**src/rtl/lsm_pkg.sv**
```systemverilog
package lsm_pkg;
  typedef enum logic [1:0] {
    ST_IDLE,
    ST_REQ,
    ST_WAIT
  } lsm_state_e;
endpackage

```
**src/rtl/lsm_pick.sv**
```systemverilog
// Lowest set mask bit at or above from_i.
module lsm_pick #(
  parameter int NREG = 16,
  localparam int IW = $clog2(NREG)
) (
  input  logic [NREG-1:0] list_i,
  input  logic [IW:0]     from_i,
  output logic            found_o,
  output logic [IW-1:0]   idx_o
);
  logic [NREG-1:0] cand;

  for (genvar k = 0; k < NREG; k++) begin : g_cand
    assign cand[k] = list_i[k] && ((IW+1)'(k) >= from_i);
  end

  always_comb begin
    found_o = 1'b0;
    idx_o   = '0;
    for (int k = NREG - 1; k >= 0; k--) begin
      if (cand[k]) begin
        found_o = 1'b1;
        idx_o   = IW'(k);
      end
    end
  end
endmodule

```
**src/rtl/lsm_offs.sv**
```systemverilog
// Address = base + 4 * (set bits below idx).
module lsm_offs #(
  parameter int NREG = 16,
  parameter int AW   = 32,
  localparam int IW = $clog2(NREG)
) (
  input  logic [NREG-1:0] list_i,
  input  logic [IW-1:0]   idx_i,
  input  logic [AW-1:0]   base_i,
  output logic [AW-1:0]   addr_o
);
  logic [IW:0] cnt;

  always_comb begin
    cnt = '0;
    for (int k = 0; k < NREG; k++) begin
      if (list_i[k] && (IW'(k) < idx_i)) cnt = cnt + 1'b1;
    end
  end

  assign addr_o = base_i + AW'({cnt, 2'b00});
endmodule

```
**src/rtl/lsm_seq.sv**
```systemverilog
module lsm_seq
  import lsm_pkg::*;
#(
  parameter int NREG = 16,
  parameter int AW   = 32,
  localparam int IW = $clog2(NREG)
) (
  input  logic            clk_i,
  input  logic            rst_ni,
  input  logic            start_i,
  input  logic [NREG-1:0] list_i,
  input  logic [AW-1:0]   base_i,
  input  logic            write_i,
  input  logic [IW-1:0]   progress_i,
  input  logic            suspend_i,
  output logic            req_valid_o,
  input  logic            req_ready_i,
  output logic [AW-1:0]   req_addr_o,
  output logic            req_write_o,
  output logic [IW-1:0]   req_reg_o,
  input  logic            rsp_valid_i,
  output logic            busy_o,
  output logic            done_o,
  output logic            susp_o,
  output logic [IW-1:0]   progress_o
);
  lsm_state_e      state_q;
  logic [NREG-1:0] list_q;
  logic [AW-1:0]   base_q;
  logic            wr_q;
  logic [IW-1:0]   idx_q;
  logic            done_q, susp_q;

  logic            st_found, nx_found;
  logic [IW-1:0]   st_idx, nx_idx;

  lsm_pick #(.NREG(NREG)) u_pick_start (
    .list_i  (list_i),
    .from_i  ({1'b0, progress_i}),
    .found_o (st_found),
    .idx_o   (st_idx)
  );

  lsm_pick #(.NREG(NREG)) u_pick_next (
    .list_i  (list_q),
    .from_i  ({1'b0, idx_q} + 1'b1),
    .found_o (nx_found),
    .idx_o   (nx_idx)
  );

  lsm_offs #(.NREG(NREG), .AW(AW)) u_offs (
    .list_i (list_q),
    .idx_i  (idx_q),
    .base_i (base_q),
    .addr_o (req_addr_o)
  );

  always_ff @(posedge clk_i or negedge rst_ni) begin
    if (!rst_ni) begin
      state_q <= ST_IDLE;
      list_q  <= '0;
      base_q  <= '0;
      wr_q    <= 1'b0;
      idx_q   <= '0;
      done_q  <= 1'b0;
      susp_q  <= 1'b0;
    end else begin
      done_q <= 1'b0;
      susp_q <= 1'b0;
      unique case (state_q)
        ST_IDLE: if (start_i) begin
          list_q <= list_i;
          base_q <= base_i;
          wr_q   <= write_i;
          if (st_found) begin
            idx_q   <= st_idx;
            state_q <= ST_REQ;
          end else begin
            idx_q  <= '0;
            done_q <= 1'b1;
          end
        end
        ST_REQ: if (req_ready_i) state_q <= ST_WAIT;
        ST_WAIT: if (rsp_valid_i) begin
          if (!nx_found) begin
            // final transfer wins over a suspend request
            idx_q   <= '0;
            done_q  <= 1'b1;
            state_q <= ST_IDLE;
          end else if (suspend_i) begin
            idx_q   <= nx_idx;
            susp_q  <= 1'b1;
            state_q <= ST_IDLE;
          end else begin
            idx_q   <= nx_idx;
            state_q <= ST_REQ;
          end
        end
        default: state_q <= ST_IDLE;
      endcase
    end
  end

  assign req_valid_o = (state_q == ST_REQ);
  assign req_write_o = wr_q;
  assign req_reg_o   = idx_q;
  assign busy_o      = (state_q != ST_IDLE);
  assign done_o      = done_q;
  assign susp_o      = susp_q;
  assign progress_o  = idx_q;
endmodule

```
**config.mk**
```make
export PLATFORM = sky130hd
export DESIGN_NAME = lsm_seq
export DESIGN_NICKNAME = d
export VERILOG_FILES = /design/src/rtl/lsm_pkg.sv /design/src/rtl/lsm_pick.sv /design/src/rtl/lsm_offs.sv /design/src/rtl/lsm_seq.sv
export SDC_FILE = /design/constraint.sdc
export NUM_CORES = 1
export LEC_CHECK = 0
export ABC_AREA = 0
export BUFFER_PORTS_ARGS = -buffer_cell sky130_fd_sc_hd__buf_2
export CORE_UTILIZATION = 51
export CTS_CLUSTER_DIAMETER = 200
export DETAILED_ROUTE_END_ITERATION = 8
export PLACE_DENSITY = 0.8
export REMOVE_ABC_BUFFERS = 1
export SYNTH_ARGS = -nofsm -noshare
export SYNTH_HDL_FRONTEND = slang
export SYNTH_HIERARCHICAL = 1
export SYNTH_SLANG_ARGS = --single-unit
```
**constraint.sdc**
```tcl
create_clock -name clk_i -period 10.4 [get_ports clk_i]
set_clock_uncertainty 0.15 [all_clocks]
set_input_delay 1.56 -clock clk_i [delete_from_list [all_inputs] [get_ports clk_i]]
set_output_delay 1.56 -clock clk_i [all_outputs]
set_load 0.1 [all_outputs]
```
==> impl_metrics.py <==
metrics = {
    "synthesis": {
        "post-synth-top-area-cell": "sky130_fd_sc_hd__dfrtp_1",
        "postSynthRegisterBits": 57,
        "synth_cells": 672,
        "post_synthesis_sequential_area_ratio_pct": 23.8,
        "synth.top_cell.area_share_pct": 23.8,
        "synth_area_mm2": 0.00599,
        "synth.most_common_cell": "sky130_fd_sc_hd__nand2_1",
        "most_common_flop_cell_mapped_by_yosys": "sky130_fd_sc_hd__dfrtp_1",
        "synth_cell_type_count": 83,
        "synth_top_cells_by_area": "sky130_fd_sc_hd__dfrtp_1 (24%), sky130_fd_sc_hd__mux2_2 (8.5%), sky130_fd_sc_hd__xnor2_1 (7.5%)",
        "syn_area_per_cell_um2": 8.91,
        "ys_top_cells_by_count": "sky130_fd_sc_hd__nand2_1 (64), sky130_fd_sc_hd__dfrtp_1 (57), sky130_fd_sc_hd__xnor2_1 (51)",
        "synth_async_sr_flop_share_pct": 100,
        "synth_edf_count": 0,
        "yosys_warnings": 6,
    },
    "clock_network": {
        "tritoncts_clock_tree": "yes",
        "root_buffer": "sky130_fd_sc_hd__clkbuf_16",
        "max-clock-path-buffers": 2,
        "cts.sink_count": 57,
        "ctsHoldBuffers": 0,
        "h-tree-depth": 3,
        "cts_made_buffers": 9,
        "clkTransAtPathRegs_ns": 0.06,
        "insertion_delay_ns": 0.35,
    },
    "place": {
        "placed_cells_incl_taps": 921,
        "io_buffer_count": 103,
        "detailedPlacementHpwl_mm": 12.2,
        "globalplace.congestion": 0.949,
        "dp_worst_setup_slack_ns": -0.648,
    },
    "timing": {
        "setup_viols_final": 26,
        "hold_viol": 0,
        "unrepaired_setup_endpoints_after_global_routing": "yes",
        "max_slew_margin_pct": 38.2,
        "setup-tns-final_ns": -11.84,
        "fin_crit_sh_pct": 106,
        "post-route-min-period_ns": 11.03,
        "slew_at_the_pin_closest_to_its_max_slew_limit_ns": 0.912,
        "maxClockFrequency_ghz": 0.0906,
        "timing_max_transition_violations_final": 0,
        "fin_ws_ns": -0.632,
    },
    "drt": {
        "routed_wl_mm": 19.7,
        "detail_route.first_pass.iterations": 6,
        "num_vias": 6154,
        "route.antenna.remaining_nets": 0,
        "drcViolationCount": 0,
        "first_iter_violations": 506,
        "vias_per_cell": 6.40,
        "route.detailed.wl_per_inst_um": 20.5,
    },
    "floorplanning": {
        "rows": 39,
        "die_height_um": 110,
        "floorplan.initialDensity_pct": 52.4,
        "coreArea_mm2": 0.0114,
        "boundaryPins": 104,
        "floorplan.die_area_mm2": 0.0122,
        "die_w_um": 110,
    },
    "critical_path": {
        "timing.setup.critical_path_class": "flop to output port",
        "crit_path_frequent_cell": "sky130_fd_sc_hd__a21oi_2",
        "crit_path_max_incr_delay_ns": 0.45,
        "cp-end-kind": "output port",
        "critical_path_arrival_ns": 9.32,
        "worst_ep_required_time_ns": 8.69,
        "timing.critical_path.slowest_stage_cell": "sky130_fd_sc_hd__fa_1",
        "startpoint_type": "flop",
        "path_max_fanout": 5,
    },
    "layout": {
        "area_delta_synth_final_pct": 35.8,
        "drive_gt1_share_pct": 41.6,
        "regArea_mm2": 0.00143,
        "multi_input_area_mm2": 0.00467,
        "n_fill_cell": 725,
        "stdcell_count": 961,
        "final_core_util_pct": 71.2,
        "num-nets-final": 892,
    },
    "global_route": {
        "antenna_found_initial": 0,
        "grt_pass1_vias": 5844,
        "grt_start_max_net_pins": 58,
        "gr-total-overflow": 0,
        "grt_pass1_wl_mm": 28.4,
        "grt_usage_pct": 30.0,
    },
    "flow_run": {
        "cap_violations": 0,
    },
    "status": {
        "failed_checks": "setup timing",
        "run_status": "complete, but fails checks",
    },
    "hold_path": {
        "hold_crit_class": "flop to flop",
    },
}
-- per-layer routing --
| layer | up-vias | global-route usage [%] | share of wire [%] |
|---|---|---|---|
| met2 | 369 | 52.0 | 51 |
| met3 | 121 | 3.94 | 6.1 |
| met5 | - | 0 | 0 |
| li1 | 2704 | - | - |
| met4 | 0 | 15.9 | 5.7 |
| met1 | 2960 | 36.1 | 37 |
-- path summary, 6_finish.rpt --
kind	start	depth (start not counted)	to	slack [ns]
worst max-delay path	progress_o[3]	50	req_addr_o[30]	-0.63
worst min-delay path	base_q[1]	1	base_q[1]	0.38
worst max register to register	progress_o[1]	11	progress_o[3]	6.55
worst min register to register	base_q[1]	1	base_q[1]	0.38
max in group asynchronous	rst_ni	2	progress_o[3]	8.39
min in group asynchronous	rst_ni	2	base_q[24]	1.22
-- through the flow --
step                      instance area (µm²)  hold WS (ns)
after CTS                                7900         0.357
after detailed placement                 7130         0.344
after floorplan                          5700         0.337
final                                    8130         0.382
after global routing                     8130         0.400
after global placement                   7130         0.333
-- logic make-up (layout without fill, tap and decap cells) --
group / Yosys count / count (layout) / synth area share (%)
compound gates: 132 / 132 / 15.8
xor+xnor: 83 / 83 / 14.0
fa+ha+maj: 21 / 21 / 4.51
buf+inv: 57 / 198 / 6.06
flops: 57 / 57 / 23.8
mux: 63 / 63 / 12.3
other cells: 1 / 6 / 0.0626
simple gates: 258 / 258 / 23.4
-- flip-flops by register name (all words and copies together), names as in the netlist --
register / cells
base_q: 32
list_q: 16
progress_o: 4
state_q: 2
done_o: 1
req_write_o: 1
susp_o: 1
-- layout make-up --
type	instances	area share, %
multi-input cells	562	57.5
repair buffers	165	17.9
flip-flops and latches	57	17.5
clock buffers	12	3.15
well taps	143	2.20
clock inverters	4	0.908
inverters	17	0.800
diodes	1	0.0308
-- repair_timing --
item / in CTS / in global routing
setup buffers: 12 / 12
pin swaps: 44 / 27
cloned: 0 / 0
gates resized for setup: 70 / 28
endpoints found under the setup margin: 28 / 28
-- cells in the final DEF, fill, tap and decap left out, types with 13 or more instances in the layout --
| master | Yosys | final |
|---|---|---|
| sky130_fd_sc_hd__buf_4 | 18 | 58 |
| sky130_fd_sc_hd__dfrtp_1 | 57 | 57 |
| sky130_fd_sc_hd__a21oi_1 | 28 | 18 |
| sky130_fd_sc_hd__o211ai_1 | 13 | 13 |
| sky130_fd_sc_hd__inv_1 | 16 | 14 |
| sky130_fd_sc_hd__nor2_1 | 40 | 33 |
| sky130_fd_sc_hd__buf_12 | 1 | 26 |
| sky130_fd_sc_hd__and3_1 | 17 | 15 |
| sky130_fd_sc_hd__xnor2_1 | 51 | 35 |
| sky130_fd_sc_hd__nand3b_1 | 15 | 15 |
| sky130_fd_sc_hd__xnor2_2 | 1 | 16 |
| sky130_fd_sc_hd__buf_2 | 7 | 74 |
| sky130_fd_sc_hd__ha_1 | 20 | 17 |
| sky130_fd_sc_hd__xor2_1 | 24 | 19 |
| sky130_fd_sc_hd__nand3_1 | 33 | 26 |
| sky130_fd_sc_hd__mux2_2 | 45 | 45 |
| sky130_fd_sc_hd__o21ai_0 | 21 | 19 |
| sky130_fd_sc_hd__a21oi_2 | 3 | 13 |
| sky130_fd_sc_hd__nand2_1 | 64 | 57 |
-- critical path: cells and delay by family, from the launching register on --
family | cells | cell delay (ns)
xor gates and xnor gates | 6 | 1.04
muxes | 3 | 0.54
buffers and inverters | 3 | 0.39
and+or+nand+nor | 21 | 2.39
adders and majority gates | 8 | 2.54
AOI/OAI and AO/OA | 9 | 1.66
DFF | 1 | 0.40
Power is left out: the tool's default activity adds up to more than one toggle a clock period on the data nets, which glitch-free logic cannot reach.
